## config.mk

```make
export PLATFORM = sky130hd
export DESIGN_NAME = idpage_mgr
export DESIGN_NICKNAME = d
export VERILOG_FILES = /design/src/rtl/idpage_pkg.sv /design/src/rtl/idp_seq.sv /design/src/rtl/idp_stage.sv /design/src/rtl/idp_store.sv /design/src/rtl/idpage_mgr.sv
export SDC_FILE = /design/constraint.sdc
export NUM_CORES = 2
export LEC_CHECK = 0
export ABC_AREA = 0
export BUFFER_PORTS_ARGS = -buffer_cell sky130_fd_sc_hd__buf_2
export CORE_MARGIN = 1
export CORE_UTILIZATION = 30
export CTS_CLUSTER_SIZE = 20
export DETAILED_ROUTE_END_ITERATION = 8
export PLACE_DENSITY_LB_ADDON = 0.15
export SYNTH_ARGS = -nofsm -noshare
export SYNTH_HDL_FRONTEND = slang
export SYNTH_SLANG_ARGS = --single-unit
```

## constraint.sdc

```tcl
create_clock -name clk -period 3 [get_ports clk]
set_input_delay 0.3 -clock clk [delete_from_list [all_inputs] [get_ports clk]]
set_output_delay 0.3 -clock clk [all_outputs]
set_load 0.05 [all_outputs]
```

## src/rtl/idpage_pkg.sv

```systemverilog
package idpage_pkg;

   typedef enum logic [2:0] {
      ST_IDLE,
      ST_ADDR_HI,
      ST_ADDR_LO,
      ST_WRITE,
      ST_READ
   } idp_state_t;

   typedef enum logic [2:0] {
      EV_NONE,
      EV_START,
      EV_SEL,
      EV_ADDR,
      EV_DATA,
      EV_READ,
      EV_STOP
   } idp_ev_t;

endpackage

```

## src/rtl/idp_seq.sv

```systemverilog
module idp_seq
   import idpage_pkg::*;
#(
   parameter int          OFS_W         = 7,
   parameter int          LOCK_HI_BIT   = 2,
   parameter logic [3:0]  TYPE_CODE     = 4'b1011
) (
   input  logic             clk,
   input  logic             rst_n,
   input  logic [2:0]       chip_en,
   input  logic             start_evt,
   input  logic             sel_valid,
   input  logic [7:0]       sel_byte,
   input  logic             addr_valid,
   input  logic [7:0]       addr_byte,
   input  logic             wdata_valid,
   input  logic             rd_req,
   input  logic             stop_evt,
   input  logic             locked,
   output logic             ack_valid,
   output logic             ack,
   output logic [OFS_W-1:0] ofs,
   output logic             byte_take,
   output logic             stage_clr,
   output logic             rd_fire,
   output logic             commit_page,
   output logic             commit_lock
);

   idp_state_t st_q;
   idp_ev_t    ev;
   logic       hit;
   logic       lock_mode_q;
   logic       last_data_q;
   logic       commit;
   logic       unused_addr;

   assign unused_addr = ^addr_byte;
   assign hit = (sel_byte[7:4] == TYPE_CODE) && (sel_byte[3:1] == chip_en);

   always_comb begin
      if (start_evt)        ev = EV_START;
      else if (sel_valid)   ev = EV_SEL;
      else if (addr_valid)  ev = EV_ADDR;
      else if (wdata_valid) ev = EV_DATA;
      else if (rd_req)      ev = EV_READ;
      else if (stop_evt)    ev = EV_STOP;
      else                  ev = EV_NONE;
   end

   assign byte_take   = (ev == EV_DATA) && (st_q == ST_WRITE) && !locked;
   assign rd_fire     = (ev == EV_READ) && (st_q == ST_READ);
   assign stage_clr   = (ev == EV_START) || (ev == EV_SEL);
   assign commit      = (ev == EV_STOP) && (st_q == ST_WRITE) && last_data_q && !locked;
   assign commit_page = commit && !lock_mode_q;
   assign commit_lock = commit && lock_mode_q;

   always_ff @(posedge clk) begin
      if (!rst_n) begin
         st_q        <= ST_IDLE;
         ofs         <= '0;
         lock_mode_q <= 1'b0;
         last_data_q <= 1'b0;
         ack_valid   <= 1'b0;
         ack         <= 1'b0;
      end else begin
         ack_valid <= 1'b0;
         unique case (ev)
            EV_START: begin
               st_q        <= ST_IDLE;
               last_data_q <= 1'b0;
            end
            EV_SEL: begin
               last_data_q <= 1'b0;
               ack_valid   <= 1'b1;
               ack         <= hit;
               if (!hit)            st_q <= ST_IDLE;
               else if (sel_byte[0]) st_q <= ST_READ;
               else                 st_q <= ST_ADDR_HI;
            end
            EV_ADDR: begin
               if (st_q == ST_ADDR_HI) begin
                  lock_mode_q <= addr_byte[LOCK_HI_BIT];
                  st_q        <= ST_ADDR_LO;
                  ack_valid   <= 1'b1;
                  ack         <= 1'b1;
               end else if (st_q == ST_ADDR_LO) begin
                  ofs       <= addr_byte[OFS_W-1:0];
                  st_q      <= ST_WRITE;
                  ack_valid <= 1'b1;
                  ack       <= 1'b1;
               end
            end
            EV_DATA: begin
               if (st_q == ST_WRITE) begin
                  ack_valid   <= 1'b1;
                  ack         <= !locked;
                  last_data_q <= !locked;
                  if (!locked) ofs <= ofs + 1'b1;
               end
            end
            EV_READ: begin
               last_data_q <= 1'b0;
               if (st_q == ST_READ) ofs <= ofs + 1'b1;
            end
            EV_STOP: begin
               st_q        <= ST_IDLE;
               last_data_q <= 1'b0;
            end
            default: ;
         endcase
      end
   end

endmodule

```

## src/rtl/idp_stage.sv

```systemverilog
module idp_stage #(
   parameter int PAGE_BYTES    = 128,
   parameter int OFS_W         = 7,
   parameter int LOCK_DATA_BIT = 1
) (
   input  logic                        clk,
   input  logic                        rst_n,
   input  logic                        clr,
   input  logic                        take,
   input  logic [OFS_W-1:0]            ofs,
   input  logic [7:0]                  din,
   output logic [PAGE_BYTES-1:0][7:0]  sdata,
   output logic [PAGE_BYTES-1:0]       smask,
   output logic                        arm
);

   genvar gi;
   generate
      for (gi = 0; gi < PAGE_BYTES; gi++) begin : g_slot
         always_ff @(posedge clk) begin
            if (!rst_n) begin
               sdata[gi] <= '0;
               smask[gi] <= 1'b0;
            end else if (clr) begin
               smask[gi] <= 1'b0;
            end else if (take && (ofs == OFS_W'(gi))) begin
               sdata[gi] <= din;
               smask[gi] <= 1'b1;
            end
         end
      end
   endgenerate

   always_ff @(posedge clk) begin
      if (!rst_n)    arm <= 1'b0;
      else if (clr)  arm <= 1'b0;
      else if (take) arm <= arm | din[LOCK_DATA_BIT];
   end

endmodule

```

## src/rtl/idp_store.sv

```systemverilog
module idp_store #(
   parameter int         PAGE_BYTES   = 128,
   parameter int         OFS_W        = 7,
   parameter logic [7:0] FILL         = 8'hFF,
   parameter bit         HIDE_LOCKED  = 1'b1
) (
   input  logic                        clk,
   input  logic                        rst_n,
   input  logic                        commit_page,
   input  logic                        commit_lock,
   input  logic [PAGE_BYTES-1:0][7:0]  sdata,
   input  logic [PAGE_BYTES-1:0]       smask,
   input  logic                        arm,
   input  logic                        rd_fire,
   input  logic [OFS_W-1:0]            rd_ofs,
   output logic                        rd_valid,
   output logic [7:0]                  rd_data,
   output logic                        locked
);

   logic [PAGE_BYTES-1:0][7:0] page_q;
   logic [7:0]                 rd_pick;

   always_ff @(posedge clk) begin
      if (!rst_n) begin
         page_q <= {PAGE_BYTES{FILL}};
      end else if (commit_page) begin
         for (int i = 0; i < PAGE_BYTES; i++) begin
            if (smask[i]) page_q[i] <= sdata[i];
         end
      end
   end

   always_ff @(posedge clk) begin
      if (!rst_n)                    locked <= 1'b0;
      else if (commit_lock && arm)   locked <= 1'b1;
   end

   generate
      if (HIDE_LOCKED) begin : g_hide
         assign rd_pick = locked ? FILL : page_q[rd_ofs];
      end else begin : g_show
         assign rd_pick = page_q[rd_ofs];
      end
   endgenerate

   always_ff @(posedge clk) begin
      if (!rst_n) begin
         rd_valid <= 1'b0;
         rd_data  <= '0;
      end else begin
         rd_valid <= rd_fire;
         if (rd_fire) rd_data <= rd_pick;
      end
   end

endmodule

```

## src/rtl/idpage_mgr.sv

```systemverilog
module idpage_mgr #(
   parameter int         PAGE_BYTES    = 128,
   parameter int         LOCK_ADDR_BIT = 10,
   parameter int         LOCK_DATA_BIT = 1,
   parameter logic [3:0] TYPE_CODE     = 4'b1011,
   parameter logic [7:0] FILL          = 8'hFF,
   parameter bit         HIDE_LOCKED   = 1'b1
) (
   input  logic       clk,
   input  logic       rst_n,
   input  logic [2:0] chip_en,
   input  logic       start_evt,
   input  logic       sel_valid,
   input  logic [7:0] sel_byte,
   input  logic       addr_valid,
   input  logic [7:0] addr_byte,
   input  logic       wdata_valid,
   input  logic [7:0] wdata,
   input  logic       rd_req,
   input  logic       stop_evt,
   output logic       ack_valid,
   output logic       ack,
   output logic       rd_valid,
   output logic [7:0] rd_data,
   output logic       locked
);

   localparam int OFS_W       = $clog2(PAGE_BYTES);
   localparam int LOCK_HI_BIT = LOCK_ADDR_BIT - 8;

   generate
      if (PAGE_BYTES < 2 || PAGE_BYTES > 256 || (PAGE_BYTES & (PAGE_BYTES - 1)) != 0) begin : g_bad_page
         $error("PAGE_BYTES must be a power of two from 2 to 256");
      end
      if (LOCK_ADDR_BIT < 8 || LOCK_ADDR_BIT > 15) begin : g_bad_lock_addr
         $error("LOCK_ADDR_BIT must lie in the high address byte");
      end
      if (LOCK_DATA_BIT < 0 || LOCK_DATA_BIT > 7) begin : g_bad_lock_data
         $error("LOCK_DATA_BIT must lie inside a data byte");
      end
   endgenerate

   logic [OFS_W-1:0]            ofs;
   logic                        byte_take;
   logic                        stage_clr;
   logic                        rd_fire;
   logic                        commit_page;
   logic                        commit_lock;
   logic [PAGE_BYTES-1:0][7:0]  sdata;
   logic [PAGE_BYTES-1:0]       smask;
   logic                        arm;

   idp_seq #(
      .OFS_W       (OFS_W),
      .LOCK_HI_BIT (LOCK_HI_BIT),
      .TYPE_CODE   (TYPE_CODE)
   ) u_seq (
      .clk         (clk),
      .rst_n       (rst_n),
      .chip_en     (chip_en),
      .start_evt   (start_evt),
      .sel_valid   (sel_valid),
      .sel_byte    (sel_byte),
      .addr_valid  (addr_valid),
      .addr_byte   (addr_byte),
      .wdata_valid (wdata_valid),
      .rd_req      (rd_req),
      .stop_evt    (stop_evt),
      .locked      (locked),
      .ack_valid   (ack_valid),
      .ack         (ack),
      .ofs         (ofs),
      .byte_take   (byte_take),
      .stage_clr   (stage_clr),
      .rd_fire     (rd_fire),
      .commit_page (commit_page),
      .commit_lock (commit_lock)
   );

   idp_stage #(
      .PAGE_BYTES    (PAGE_BYTES),
      .OFS_W         (OFS_W),
      .LOCK_DATA_BIT (LOCK_DATA_BIT)
   ) u_stage (
      .clk   (clk),
      .rst_n (rst_n),
      .clr   (stage_clr),
      .take  (byte_take),
      .ofs   (ofs),
      .din   (wdata),
      .sdata (sdata),
      .smask (smask),
      .arm   (arm)
   );

   idp_store #(
      .PAGE_BYTES  (PAGE_BYTES),
      .OFS_W       (OFS_W),
      .FILL        (FILL),
      .HIDE_LOCKED (HIDE_LOCKED)
   ) u_store (
      .clk         (clk),
      .rst_n       (rst_n),
      .commit_page (commit_page),
      .commit_lock (commit_lock),
      .sdata       (sdata),
      .smask       (smask),
      .arm         (arm),
      .rd_fire     (rd_fire),
      .rd_ofs      (ofs),
      .rd_valid    (rd_valid),
      .rd_data     (rd_data),
      .locked      (locked)
   );

endmodule

```

Word level (Yosys, flattened, before mapping). Cells that the tools add are included.

Multiply operators: 0. Add/sub/neg operators: 1. Divide/modulo/power cells: 0. Bitwise gates (word level): 3. Reduce and logical (&&, ||, !) cells: 410. Muxes and demuxes: 29. Equality and inequality tests: 145. Shift operators: 0. Order comparisons: 1.

Operators with widths (number): $reduce_and A2 Y1 (259); $eq A7 B7 Y1 const B (64); $eq A7 B6 Y1 const B (32); $logic_and A1 B1 Y1 (138); $eq A7 B5 Y1 const B (16); $bmux W8 S7 (1); $eq A7 B4 Y1 const B (8); $mux W7 (5); $mux W3 (10); $eq A7 B3 Y1 const B (4); $pmux W7 S3 (1); $mux W8 (2); $eq A7 B2 Y1 const B (2); $eq A3 B2 Y1 const B (4); $eq A3 B3 Y1 const B (4); $pmux W3 S3 (1); $reduce_bool A3 Y1 (3); $lt A7 B8 Y1 const B (1); $ne A2 B2 Y1 const B (4); $add A7 B1 Y7 const B (1); $eq A7 B1 Y1 const B (1); $logic_not A7 Y1 (1); $eq A3 B1 Y1 const B (2); $mux W1 (6); other kinds (15) (19).

Bits in latches: 0. Bits in registers: 2201. Memories: 0. RAM bits: 0. Memory bits (read-only): 0.

Longest topological paths before layout.
Depth in word-level cells: 12. Depth in mapped cells: 14. Depth with buffers taken out: 12.

Modules after synthesis. Synthesis repeated with hierarchy kept, for this count alone.

Cell total of the unflattened synthesis: 9582. Area total of the unflattened synthesis: 87709.1 µm².

By module, submodules not included: idp_store (cells an instance 5448, seq. area each 20699.9 µm², times used 1, area each 44610.3 µm²); idp_stage (cells an instance 3993, seq. area each 23082.1 µm², times used 1, area each 42042.8 µm²); idp_seq (cells an instance 141, seq. area each 280.3 µm², times used 1, area each 1056.0 µm²).

Least setup slack after synthesis. OpenSTA, ideal clock, no wires.

Kind: register to register. Start point: register u_seq.ofs[1]. End point: register u_stage.sdata[10] (netlist name). Required time: 2868 ps. Stages on the path, launching flop included: 15. Setup time: 132 ps. Data arrival time: 2557 ps. Setup slack: 310 ps. Path buffers: 6. Clock period less this slack: 2690 ps. Cells stage by stage: dfxtp_1 clkbuf_1 buf_2 buf_2 buf_2 inv_1 ha_1 and2_1 clkbuf_1 nand4_1 buf_2 nor2_1 nand2_1 nand2_1 a21oi_1.

Cells in the longest elaborated chain, start to end: 3.

Ends and longest elaborated chain: start, declared (RTL line idp_seq.sv:22) `output logic [OFS_W-1:0] ofs,`; start signal, assigned (RTL line idp_seq.sv:88) `ofs <= addr_byte[OFS_W-1:0];`; start signal, assigned (RTL line idp_seq.sv:99) `if (!locked) ofs <= ofs + 1'b1;`; start signal, assigned (RTL line idp_seq.sv:104) `if (st_q == ST_READ) ofs <= ofs + 1'b1;`; $eq A7 B1 Y1 (RTL line idp_stage.sv:26) `end else if (take && (ofs == OFS_W'(gi))) begin`; $logic_and A1 B1 Y1 (RTL line idp_stage.sv:26); $reduce_and A2 Y1 (no source line); end signal, assigned by index (RTL line idp_stage.sv:27) `sdata[gi] <= din;`; end, declared (RTL line idp_stage.sv:12) `output logic [PAGE_BYTES-1:0][7:0] sdata,`.

No other way between the ends. A chain may end at the register's enable or synchronous reset.

Worst setup path after layout.
Start point: register u_seq.ofs[5]. End point: register u_store.rd_data[6].

Cells in the longest elaborated chain, start to end: 3.

Ends and longest elaborated chain: $bmux W8 S7 (RTL line idp_store.sv:41) `assign rd_pick = locked ? FILL : page_q[rd_ofs];`; $mux W8 (not written as such) (RTL line idp_store.sv:41); $mux W8 (RTL line idp_store.sv:41); end signal, assigned (RTL line idp_store.sv:53) `if (rd_fire) rd_data <= rd_pick;`; end, declared (RTL line idp_store.sv:17) `output logic [7:0] rd_data,`.

No other way between the ends. The select of a mux whose other input is x is not followed.

==> impl_metrics.yaml <==
floorplanning:
  die_height_um: 535
  core-area_sq_um: 282000
  dieArea_sq_um: 286000
  boundaryPins: 47
  die_width_um: 535
  row_count: 195
  initial_core_util: 0.302
route:
  detailedRoute.firstIterationViolations: 6445
  detail_route.first_pass.iterations: 8
  ant_nets: 0
  detail_route.drc_violations: 0
  wl_per_cell_um: 21.8
  num_vias: 73800
  average_vias_per_placed_instance: 5.04
  detail_route.wirelength_um: 319000
synthesis:
  synth_xor_area_frac: 0.000411
  synth_flop_cell: "sky130_fd_sc_hd__dfxtp_1"
  netlist_area_sq_um: 85200
  yosys.cell_types.count: 60
  synthArstFlopShare: 0
  yosys-mux-area-fraction: 0.0703
  yosys.area_share.adder: 0.00117
  synth_fp_nets: 10600
  synth.top_cell.area_share: 0.517
  synth_simple_gate_area_frac: 0.295
  synth-seq-area-share: 0.517
  synth_top_family_by_area: "simple AND/OR/NAND/NOR gates"
  synth_enable_flop_cells: 0
  synth_top_area_cell: "sky130_fd_sc_hd__dfxtp_1"
  synth_seq_cells: 2201
  synth_area_in_compound_gates: 0.0805
  yosys_warnings: 0
  syn_avg_cell_area_sq_um: 8.08
  post_synth_main_area_contributors: "sky130_fd_sc_hd__dfxtp_1, sky130_fd_sc_hd__nand2_1, sky130_fd_sc_hd__nand3_1, sky130_fd_sc_hd__a21oi_1, sky130_fd_sc_hd__mux4_2"
  post_synthesis_cells: 10500
clocking:
  cts_buffers: 241
  clock-root-buffer: "sky130_fd_sc_hd__clkbuf_16"
  cts_buffer_depth: 4
  htree_levels: 4
  cts.reportedPaths.clkPinSlew_ns: 0.06
  insertion_delay_ns: 0.93
  clkSinkCount: 2201
  cts_tree: "built"
run_status:
  violated_checks: "setup timing"
  status: "complete, but fails checks"
placement:
  numPortBuffers: 45
  gp_congestion: 0.851
  hpwlAfterDp_um: 214000
cells_and_area:
  drive_gt1_frac: 0.122
  area.growth.synth_to_final_pct: 18.9
  fillerInstances: 29000
  final_net_count: 10700
global_routing:
  number_of_global_route_vias_before_repair: 70500
  global_route_met2_utilization: 0.353
  groute.usage.overall: 0.218
  grt_start_max_net_pins: 189
  grt_util_met3: 0.0258
  grt_pass1_wl_um: 470000
  grt-ovfl-total: 0
  grt_util_met1: 0.305
  top_usage_layer: "met2"
  antenna_found_initial: 14
timing:
  report.final.slew_viol_count: 0
  timing.clock.skew_ns: 0.0820
  hold_violations: 0
  finalWorstPathRequiredPeriod_ns: 3.02
  setup-tns-final_ns: -0.0160
  layout_setup_ws_ns: -0.0160
  worst_slew_margin: 0.189
  fin_worst_hold_slack_ns: 0.111
  worst_pin_slew_ns: 1.21
  finalCritPeriodShare: 1.01
  max_freq_mhz: 332
  rsz_0062_raised_after_global_routing: "no"
  setup_viol: 1
power_and_ir_drop:
  vdd_drop_max_uv: 476
  leakage_uw: 0.0380
  power_density_nw_per_um2: 611
worst_setup_path:
  worstPathMaxFanout: 14
  critical_path_class: "reg2reg"
  cp-end-kind: "flip-flop"
  start_kind: "flip-flop"
  timing.critical_path.arrival_ns: 3.81
  crit_path_required_time_ns: 3.79
flow_run:
  cap_violations: 0
worst_hold_path:
  hp-class: "in2reg"
## Yosys cell counts (7+ instances only)
cell                       count
sky130_fd_sc_hd__a211oi_1      7
sky130_fd_sc_hd__a21oi_1    1112
sky130_fd_sc_hd__a22oi_1     118
sky130_fd_sc_hd__and2_1      106
sky130_fd_sc_hd__buf_1        34
sky130_fd_sc_hd__buf_2       160
sky130_fd_sc_hd__buf_4        19
sky130_fd_sc_hd__buf_6         8
sky130_fd_sc_hd__clkbuf_1    461
sky130_fd_sc_hd__dfxtp_1    2201
sky130_fd_sc_hd__ha_1          8
sky130_fd_sc_hd__inv_1        37
sky130_fd_sc_hd__mux2i_1     101
sky130_fd_sc_hd__mux4_2      219
sky130_fd_sc_hd__nand2_1    4144
sky130_fd_sc_hd__nand3_1    1289
sky130_fd_sc_hd__nand4_1       7
sky130_fd_sc_hd__nor2_1      307
sky130_fd_sc_hd__nor2_2       16
sky130_fd_sc_hd__nor2b_1      12
sky130_fd_sc_hd__nor3_1       12
sky130_fd_sc_hd__nor3_2       32
sky130_fd_sc_hd__nor4_1       10
sky130_fd_sc_hd__nor4_2       28
sky130_fd_sc_hd__o21ai_0      21
## power by group
group | total, uW | switching (uW) | internal [uW]
logic | 1780 | 1400 | 385
clock network | 30900 | 12600 | 18300
registers | 29200 | 10.4 | 29200
## cells by family after synthesis
| family | Yosys count |
|---|---|
| AND/OR/NAND/NOR | 6002 |
| flip-flops | 2201 |
| AO/OA/AOI/OAI | 1289 |
| buffers and inverters | 720 |
| multiplexers | 324 |
| adder cells (fa/ha/maj) | 8 |
| XOR/XNOR | 4 |
## path summary, 6_finish.rpt
kind	from	to	slack (ns)	cells after the start
worst max-delay path	u_seq.ofs[5]	u_store.rd_data[6]	-0.02	7
worst min-delay path	sel_valid	u_seq.st_q[0]	0.11	6
worst max register to register	u_seq.ofs[5]	u_store.rd_data[6]	-0.02	7
worst min register to register	u_stage.sdata[83]	u_store.page_q[83]	0.40	2
## layout make-up
class                      instances  area (sq um)  area share
antenna                            4          10.0   0.0000988
clock buffer                     346          7060      0.0696
clock inverter                    89          1170      0.0115
inverter                          38           150     0.00148
multi-input combinational       7627         38400       0.379
sequential                      2201         44100       0.435
tap                             3743          4680      0.0462
timing repair buffer             589          5850      0.0577
## sequential cells by signal, indices dropped and copies added, names as in the netlist
name and flops:
u_stage.arm 1, u_seq.ack 1, u_seq.lock_mode_q 1, u_seq.last_data_q 1, u_stage.sdata 1024, u_store.locked 1, u_store.rd_valid 1, u_store.rd_data 8
u_stage.smask 128, u_seq.ofs 7, u_store.page_q 1024, u_seq.ack_valid 1, u_seq.st_q 3
## metal layers
layer / part of all wire / vias to the layer above
met3: 0.053 / 391
met1: 0.46 / 36000
met5: 0.000053 / -
met4: 0.026 / 2
li1: - / 35400
met2: 0.46 / 2004
## worst max-delay path, stage by stage, from the launching register on
cell and delay [ns]:
sky130_fd_sc_hd__dfxtp_1 0.81, sky130_fd_sc_hd__nor2_1 0.30, sky130_fd_sc_hd__buf_4 0.26, sky130_fd_sc_hd__nand2_1 0.48
sky130_fd_sc_hd__a21oi_1 0.31, sky130_fd_sc_hd__nor4_1 0.43, sky130_fd_sc_hd__buf_4 0.22, sky130_fd_sc_hd__a21oi_1 0.06
## through the flow
step | instances | area (sq um) | util | total power [uW] | worst slack, ns
CTS | 14600 | 101000 | 0.359 | 62600 | 0.0122
global placement | 14200 | 92800 | 0.329 | 31600 | -0.171
detailed placement | 14200 | 92800 | 0.329 | 31600 | -0.175
floorplan | 10500 | 85200 | - | 30700 | 0.310
global route | 14600 | 101000 | 0.359 | 63900 | 0.00907
finish | 14600 | 101000 | 0.359 | 61900 | -0.0160
## cells in the final DEF (no fill, tap or decap), drive strengths merged, types with 5 or more instances in the layout
master and instances:
clkbuf 346, nor3 46, nor3b 5, or2 6
dlygate4sd3 19, mux2i 101, nor2b 12, clkinv 55
nand3 1292, dfxtp 2201, nand4 7, mux4 219
nand2 4144, a211oi 7, clkinvlp 6, nor4 38
o21ai 22, inv 43, bufinv 23, a21oi 1112
buf 570, o41ai 6, and2 107, a22oi 118
ha 8, nor2 323
## timing repair
item                                    4_1_cts  5_1_grt
pin swaps                                     0        1
endpoints found under the setup margin       10       53
hold buffers                                 19        0
resized for setup                             5       13
hold endpoints to repair                    344        0
setup buffers                                 3        0
(Power assumes the default switching activity.)
